$ cat src/rtl/ovf_alu_pkg.sv
package ovf_alu_pkg;

  localparam int OP_W = 4;

  typedef enum logic [OP_W-1:0] {
    OP_AND  = 4'b0000,
    OP_OR   = 4'b0001,
    OP_ADD  = 4'b0010,
    OP_ADDU = 4'b0011,
    OP_SUB  = 4'b0110,
    OP_SUBU = 4'b0111,
    OP_SLT  = 4'b1000,
    OP_SLTU = 4'b1001,
    OP_NOR  = 4'b1100,
    OP_XOR  = 4'b1101
  } alu_op_e;

  typedef enum logic [2:0] {
    SEL_ZERO,
    SEL_SUM,
    SEL_AND,
    SEL_OR,
    SEL_NOR,
    SEL_XOR,
    SEL_LTS,
    SEL_LTU
  } res_sel_e;

  typedef struct packed {
    logic     sub_mode;
    logic     ovf_en;
    res_sel_e sel;
  } alu_ctrl_t;

endpackage

$ cat src/rtl/ovf_alu_decode.sv
module ovf_alu_decode
  import ovf_alu_pkg::*;
(
  input  logic [OP_W-1:0] op,
  output alu_ctrl_t       ctrl
);

  always_comb begin
    ctrl = '{sub_mode: 1'b0, ovf_en: 1'b0, sel: SEL_ZERO};
    case (op)
      OP_AND:  ctrl.sel = SEL_AND;
      OP_OR:   ctrl.sel = SEL_OR;
      OP_NOR:  ctrl.sel = SEL_NOR;
      OP_XOR:  ctrl.sel = SEL_XOR;
      OP_ADD:  begin ctrl.sel = SEL_SUM; ctrl.ovf_en = 1'b1; end
      OP_ADDU: ctrl.sel = SEL_SUM;
      OP_SUB:  begin ctrl.sel = SEL_SUM; ctrl.sub_mode = 1'b1; ctrl.ovf_en = 1'b1; end
      OP_SUBU: begin ctrl.sel = SEL_SUM; ctrl.sub_mode = 1'b1; end
      OP_SLT:  begin ctrl.sel = SEL_LTS; ctrl.sub_mode = 1'b1; end
      OP_SLTU: begin ctrl.sel = SEL_LTU; ctrl.sub_mode = 1'b1; end
      default: ctrl = '{sub_mode: 1'b0, ovf_en: 1'b0, sel: SEL_ZERO};
    endcase
  end

endmodule

$ cat src/rtl/ovf_alu_fa.sv
module ovf_alu_fa (
  input  logic a,
  input  logic b,
  input  logic ci,
  output logic s,
  output logic co
);

  assign s  = a ^ b ^ ci;
  assign co = (a & b) | (a & ci) | (b & ci);

endmodule

$ cat src/rtl/ovf_alu_ripple.sv
module ovf_alu_ripple #(
  parameter int WIDTH = 32
) (
  input  logic [WIDTH-1:0] a,
  input  logic [WIDTH-1:0] b,
  input  logic             sub_mode,
  output logic [WIDTH-1:0] sum,
  output logic             carry_msb_in,
  output logic             carry_out
);

  localparam int MSB = WIDTH - 1;

  logic [WIDTH-1:0] b_eff;
  logic [WIDTH:0]   carry;

  assign b_eff    = b ^ {WIDTH{sub_mode}};
  assign carry[0] = sub_mode;

  for (genvar i = 0; i < WIDTH; i++) begin : g_stage
    ovf_alu_fa u_fa (
      .a  (a[i]),
      .b  (b_eff[i]),
      .ci (carry[i]),
      .s  (sum[i]),
      .co (carry[i+1])
    );
  end

  assign carry_msb_in = carry[MSB];
  assign carry_out    = carry[WIDTH];

  logic [WIDTH:0] ref_total;
  always_comb begin
    ref_total = {1'b0, a} + {1'b0, b_eff} + {{WIDTH{1'b0}}, sub_mode};

    adder_sum_chk: assert ({carry_out, sum} == ref_total)
      else $error("ripple chain disagrees with arithmetic sum");
  end

endmodule

$ cat src/rtl/ovf_alu_logic.sv
module ovf_alu_logic
  import ovf_alu_pkg::*;
#(
  parameter int WIDTH = 32
) (
  input  logic [WIDTH-1:0] a,
  input  logic [WIDTH-1:0] b,
  input  res_sel_e         sel,
  output logic [WIDTH-1:0] out
);

  always_comb begin
    case (sel)
      SEL_AND: out = a & b;
      SEL_OR:  out = a | b;
      SEL_NOR: out = ~(a | b);
      SEL_XOR: out = a ^ b;
      default: out = '0;
    endcase
  end

endmodule

$ cat src/rtl/ovf_alu.sv
module ovf_alu
  import ovf_alu_pkg::*;
#(
  parameter int WIDTH = 32
) (
  input  logic [WIDTH-1:0] a_i,
  input  logic [WIDTH-1:0] b_i,
  input  logic [OP_W-1:0]  op_i,
  output logic [WIDTH-1:0] result_o,
  output logic             zero_o,
  output logic             ovf_o
);

  localparam int MSB = WIDTH - 1;

  alu_ctrl_t        ctrl;
  logic [WIDTH-1:0] sum;
  logic [WIDTH-1:0] logic_out;
  logic             c_msb_in;
  logic             c_out;
  logic             raw_ovf;
  logic             lt_signed;
  logic             lt_unsigned;

  ovf_alu_decode u_decode (
    .op   (op_i),
    .ctrl (ctrl)
  );

  ovf_alu_ripple #(.WIDTH(WIDTH)) u_adder (
    .a            (a_i),
    .b            (b_i),
    .sub_mode     (ctrl.sub_mode),
    .sum          (sum),
    .carry_msb_in (c_msb_in),
    .carry_out    (c_out)
  );

  ovf_alu_logic #(.WIDTH(WIDTH)) u_logic (
    .a   (a_i),
    .b   (b_i),
    .sel (ctrl.sel),
    .out (logic_out)
  );

  assign raw_ovf     = c_msb_in ^ c_out;
  assign lt_signed   = sum[MSB] ^ raw_ovf;
  assign lt_unsigned = ~c_out;

  always_comb begin
    case (ctrl.sel)
      SEL_SUM: result_o = sum;
      SEL_LTS: result_o = {{(WIDTH-1){1'b0}}, lt_signed};
      SEL_LTU: result_o = {{(WIDTH-1){1'b0}}, lt_unsigned};
      SEL_AND, SEL_OR, SEL_NOR, SEL_XOR: result_o = logic_out;
      default: result_o = '0;
    endcase
  end

  assign zero_o = ~|result_o;
  assign ovf_o  = ctrl.ovf_en & raw_ovf;

  always_comb begin

    add_mixed_sign_chk: assert (!(op_i == OP_ADD && a_i[MSB] != b_i[MSB] && ovf_o))
      else $error("overflow flagged on add of mixed-sign operands");

    sub_same_sign_chk: assert (!(op_i == OP_SUB && a_i[MSB] == b_i[MSB] && ovf_o))
      else $error("overflow flagged on subtract of same-sign operands");

    no_overflow_chk: assert (!(op_i != OP_ADD && op_i != OP_SUB && ovf_o))
      else $error("overflow flagged on an opcode that never reports it");

    slt_sign_chk: assert (!(op_i == OP_SLT && a_i[MSB] && !b_i[MSB]) || result_o == 1)
      else $error("negative A not reported below non-negative B");

    sltu_width_chk: assert (!(op_i == OP_SLTU) || result_o[MSB:1] == '0)
      else $error("unsigned compare result not zero-extended");

    unused_op_chk: assert (!(ctrl.sel == SEL_ZERO) || (result_o == '0 && zero_o && !ovf_o))
      else $error("undefined opcode produced activity");
  end

endmodule

$ cat config.mk
export PLATFORM = sky130hd
export DESIGN_NAME = ovf_alu
export DESIGN_NICKNAME = d
export VERILOG_FILES = /design/src/rtl/ovf_alu_pkg.sv /design/src/rtl/ovf_alu_decode.sv /design/src/rtl/ovf_alu_fa.sv /design/src/rtl/ovf_alu_ripple.sv /design/src/rtl/ovf_alu_logic.sv /design/src/rtl/ovf_alu.sv
export SDC_FILE = /design/constraint.sdc
export NUM_CORES = 1
export LEC_CHECK = 0
export ABC_CLOCK_PERIOD_IN_PS = 27300
export BUFFER_PORTS_ARGS = -buffer_cell sky130_fd_sc_hd__buf_2
export CORE_MARGIN = 2
export CORE_UTILIZATION = 59
export DETAILED_ROUTE_END_ITERATION = 12
export GPL_TIMING_DRIVEN = 0
export MAX_ROUTING_LAYER = met4
export PLACE_DENSITY = 0.95
export SETUP_SLACK_MARGIN = 0.02
export SYNTH_ARGS = -nofsm -noshare
export SYNTH_HDL_FRONTEND = slang
export SYNTH_SLANG_ARGS = --single-unit
$ cat constraint.sdc
create_clock -name vclk -period 27.3
set_input_delay 1.365 -clock vclk [all_inputs]
set_output_delay 1.365 -clock vclk [all_outputs]
set_load 0.02 [all_outputs]
# Yosys cells after proc, flatten, opt, wreduce, memory -nomap -nowiden
# Index checks and enable logic that the tools add are counted.
dict set report word_totals {
  output_inout_bits 34
  input_bits 68
  reg_bits 0
  word_cells 261
}
dict set report op_classes {
  muxes 5
  bitwise 233
  n_reduce_logical 7
  eq_ne 16
}
# cell count
set op_table {}
lappend op_table {{case mux 32 bit (4 select lines)} 2}
lappend op_table {{bitwise AND 1 bit} 97}
lappend op_table {{XOR 1 bit} 66}
lappend op_table {{OR 1 bit} 64}
lappend op_table {{XOR 32 bit} 2}
lappend op_table {{bitwise AND 32 bit} 1}
lappend op_table {{NOT 32 bit} 1}
lappend op_table {{OR 32 bit} 1}
lappend op_table {{OR reduction 32 bit} 1}
lappend op_table {{case mux 3 bit (7 select lines)} 1}
lappend op_table {{== test 4 bit (second input constant)} 4}
lappend op_table {{== test 3 bit (second input constant)} 4}
lappend op_table {{OR reduction 4 bit} 3}
lappend op_table {{== test 4 x 2 -> 1 bit (second input constant)} 2}
lappend op_table {{== test 4 x 3 -> 1 bit (second input constant)} 2}
lappend op_table {{== test 3 x 2 -> 1 bit (second input constant)} 2}
lappend op_table {{== test 4 x 1 -> 1 bit (second input constant)} 1}
lappend op_table {{zero test 4 bit} 1}
lappend op_table {{== test 3 x 1 -> 1 bit (second input constant)} 1}
lappend op_table {{2-to-1 mux 1 bit} 2}
lappend op_table {{OR reduction 2 bit} 1}
lappend op_table {{zero test 1 bit} 1}
lappend op_table {{NOT 1 bit} 1}

# Longest topological paths before layout
dict set report depth {
  depth_word 105
  ltp_mapped 46
  mapped_depth_nobuf 42
}

# Hierarchy
# A second synthesis with hierarchy kept.
dict set report unflattened {
  hier_cells 506
  hier_area_um2 4171.5
}
# mod area_each_um2 instances cells_each seq_area_each_um2
set by_module_without_submodules {}
lappend by_module_without_submodules {ovf_alu_logic 2279.7 1 275 0.0}
lappend by_module_without_submodules {ovf_alu 847.1 1 154 0.0}
lappend by_module_without_submodules {ovf_alu_fa 20.0 32 1 0.0}
lappend by_module_without_submodules {ovf_alu_ripple 351.6 1 36 0.0}
lappend by_module_without_submodules {ovf_alu_decode 52.6 1 9 0.0}

# Worst setup path before layout
# No wires, ideal clock.
dict set report synth_path {
  kind {input to output}
  from {input op_i[1]}
  to {output zero_o}
  t_required_ns 25.935
  arrival_time_ns 15.960
  slack_ns 9.975
  path_stages 45
  path_buffers 4
  path_cell_list {buf_4 nor2b_1 buf_4 buf_6 a21oi_1 buf_2 xnor2_1 fa_1 fa_1 inv_1 fa_1 fa_1 fa_1 fa_1 fa_1 fa_1 fa_1 fa_1 (+9 left out) fa_1 fa_1 fa_1 fa_1 fa_1 fa_1 fa_1 fa_1 fa_1 fa_1 inv_1 fa_1 inv_1 fa_1 a21oi_1 a41oi_1 nor4_1 and4_1}
}
dict set report synth_between {
  elab_chain_len 105
  word_cells_on_any_way 254
  cone_classes {eq/ne (16); mux (4); bitwise (228); reduce/logical (6)}
}
# item line
set synth_lines {}
lappend synth_lines {{start: declaration} ovf_alu.sv:8} ;# input logic [OP_W-1:0] op_i,
lappend synth_lines {{== test 4 x 3 -> 1 bit / == test 4 bit (equally long branches)} ovf_alu_decode.sv:10} ;# case (op)
lappend synth_lines {{OR reduction 4 bit (no line)} n/a}
lappend synth_lines {{2-to-1 mux 1 bit} ovf_alu_decode.sv:10}
lappend synth_lines {{XOR 32 bit} ovf_alu_ripple.sv:17} ;# assign b_eff = b ^ {WIDTH{sub_mode}};
lappend synth_lines {{bitwise AND 1 bit} ovf_alu_fa.sv:10} ;# assign co = (a & b) | (a & ci) | (b & ci);
lappend synth_lines {{OR 1 bit (2 in series)} ovf_alu_fa.sv:10}
lappend synth_lines {{bitwise AND 1 bit} ovf_alu_fa.sv:10}
lappend synth_lines {{OR 1 bit (2 in series)} ovf_alu_fa.sv:10}
lappend synth_lines {{(+85 left out)} n/a}
lappend synth_lines {{OR 1 bit (2 in series)} ovf_alu_fa.sv:10}
lappend synth_lines {{bitwise AND 1 bit} ovf_alu_fa.sv:10}
lappend synth_lines {{OR 1 bit (2 in series)} ovf_alu_fa.sv:10}
lappend synth_lines {{XOR 1 bit} ovf_alu.sv:46} ;# assign raw_ovf = c_msb_in ^ c_out;
lappend synth_lines {{XOR 1 bit} ovf_alu.sv:47} ;# assign lt_signed = sum[MSB] ^ raw_ovf;
lappend synth_lines {{case mux 32 bit (4 select lines) *} ovf_alu.sv:51} ;# case (ctrl.sel)
lappend synth_lines {{OR reduction 32 bit *} ovf_alu.sv:60} ;# assign zero_o = ~|result_o;
lappend synth_lines {{zero test 1 bit *} ovf_alu.sv:60}
lappend synth_lines {{end: declaration} ovf_alu.sv:10} ;# output logic zero_o,
# Every way passes the cells marked *; elsewhere a longest branch is shown, timed or not.

# Worst setup path in the final report
# Ends and elaborated chain as after synthesis.

==> impl_metrics.toml <==
[layout]
seq_cell_count = 0
antenna_cells = 0
nNetsFinal = 708
drive_gt1_frac = 0.231
area_growth_pct = 16.8
seq_area_um2 = 0
fillers = 480
clkbuf_count = 0
final_cell_area_mm2 = 0.00416

[setup_path]
crit_start = "op_i[1]"
critPathKind = "in2out"
crit_family = "adder cells"
slowest_stage = "fa_1"
cp-endpoint = "zero_o"
slowest_delay_ns = 0.48
crit_buf_inv = 8
worstPathRequired_ns = 25.93
startpoint_type = "input port"
end_kind = "primary output"
cp.depth = 46
cpMostUsedCell = "fa_1"
arrival_ns = 17.72
cp_max_fo = 10

[floorplan]
die_y_um = 81.7
die_area_mm2 = 0.00667
rows = 28
start_util = 0.605
die_x_um = 81.7
fp.coreArea_mm2 = 0.00589
pin_count = 102

[timing]
worstMarginPinSlew_ns = 0.600
fin_setup_tns_ns = 0
setup_violations = 0
drv_slew = 0
hold_ws_ns = 3.32
fin_crit_ns = 19.09
hold_viol = 0
fin_crit_sh = 0.699
max_freq_mhz = 52.4
relSlewSlack = 0.598
rsz0062_at_grt = "false"

[logic_synthesis]
mappedNetlistNets = 605
yosysWarnings = 0
synth_cell_type_count = 44
netlist_area_mm2 = 0.00356
avgSynthCellArea_um2 = 8.07
seq_area_frac_synth = 0
synthCells = 441

[placed_design]
dpl_cell_area_mm2 = 0.00416
gp_congestion = 0.960
dp_hpwl_mm = 8.54
io_buffers = 101

[run_status]
status = "finished, final reports clean"

[route]
drt-total-wl_mm = 10.0
drc_errors = 0
num_vias = 3606
antenna_left = 0
first_pass_iters = 5
vias_per_cell = 5.84
drtIter0Drc = 216
routedWlPerCell_um = 16.3

[clock_network]
postCtsSetupBuffers = 0
hold_buffers = 0
ctsResizeCount = 0

[global_routing]
grt_max_degree = 11
grt-busiest-layer = "met2"
overflow = 0
use_met3 = 0.0308
grtUsageMet2 = 0.568
grt_pass1_vias = 3535
grt_util_met1 = 0.373
track_usage = 0.312
antenna_found_initial = 0
grt_pass1_wl_mm = 16.1

[power]
power.density_mw_per_mm2 = 22.9
totalPowerFinal_uw = 95.3
ir_worst_vdd_mv = 0.0132
p_leak_nw = 2.19

[worst_hold_path]
worstHoldPathType = "in2out"

[run]
maxCapViolations = 0
## per-layer routing
| metal | part of all wire | vias to the layer above |
|---|---|---|
| met5 | 0 | - |
| met4 | 0.014 | 0 |
| met3 | 0.070 | 18 |
| met2 | 0.51 | 161 |
| met1 | 0.41 | 1727 |
| li1 | - | 1700 |
## kinds of logic after synthesis
logic type / share of synthesized area
AND/OR/NAND/NOR: 0.133
multiplexers: 0.0650
XOR/XNOR: 0.0788
buffers and inverters: 0.138
adder cells (fa/ha/maj): 0.405
AO/OA/AOI/OAI: 0.180
## cells in the final DEF (no fill, tap or decap), types with 2 or more instances in the layout
cell	Yosys	final
a21oi_1	11	11
buf_6	8	8
a22oi_1	24	24
o211ai_1	11	11
clkbuf_1	7	7
buf_2	9	110
a41oi_1	2	2
fa_1	32	32
nand2b_1	4	4
nor4b_1	4	4
nand4_1	2	2
buf_4	4	4
nor2_1	21	21
o21ai_0	20	20
or3_1	3	3
ha_1	64	64
o22ai_1	5	5
nand3b_1	7	7
o311a_1	7	7
xnor2_1	32	32
inv_1	80	80
nor4_1	6	6
mux2i_1	22	22
nand2_1	29	29
and4_1	2	2
nor3b_1	2	2
a211o_1	4	4
nor3_1	3	3
## metrics by stage
step	util	cells	setup slack [ns]
2_1_floorplan	-	441	9.97
3_3_place_gp	0.706	617	8.49
3_5_place_dp	0.706	617	8.28
4_1_cts	0.706	617	8.26
5_1_grt	0.706	617	7.51
6_report	0.706	617	8.21
## where the power goes
part	internal, mW	leakage, nW	switching, mW
logic	0.0395	2.19	0.0558
clock network	0	0	0
registers	0	0	0
total	0.0395	2.19	0.0558
## worst min-delay path: stages
cell	delay [ns]
buf_2	0.11
fa_1	0.16
nand2_1	0.05
o211ai_1	0.09
buf_2	0.18
## cell type report
class / count / area [um^2] / area share
multi-input cells: 333 / 3070 / 0.738
repair buffers: 101 / 505 / 0.122
inverters: 80 / 300 / 0.0722
plain buffers: 28 / 191 / 0.0460
well taps: 75 / 93.8 / 0.0226
## worst min-delay path by stage
stage                     depth (start not counted)  slack (ns)     from            to
final                                             5        3.32  a_i[14]  result_o[14]
after global routing                              5        3.38   b_i[5]   result_o[5]
after CTS                                         5        3.32  a_i[14]  result_o[14]
after detailed placement                          5        3.32  a_i[14]  result_o[14]
after global placement                            5        3.32  a_i[14]  result_o[14]
after floorplan                                   3        3.07   b_i[5]   result_o[5]
## cell usage after synthesis, drive strengths merged, types with 5 or more instances
library cell / n / area share
clkbuf: 7 / 0.0074
inv: 80 / 0.084
ha: 64 / 0.23
o22ai: 5 / 0.0088
fa: 32 / 0.18
o21ai: 21 / 0.030
o311a: 7 / 0.020
nand2: 29 / 0.031
nor2: 21 / 0.022
a21oi: 11 / 0.015
nor4: 6 / 0.011
xnor2: 32 / 0.079
nand3b: 7 / 0.015
buf: 21 / 0.046
mux2i: 22 / 0.062
o211ai: 11 / 0.023
a22oi: 25 / 0.054
Note: power is estimated with default switching activity, not from simulation.
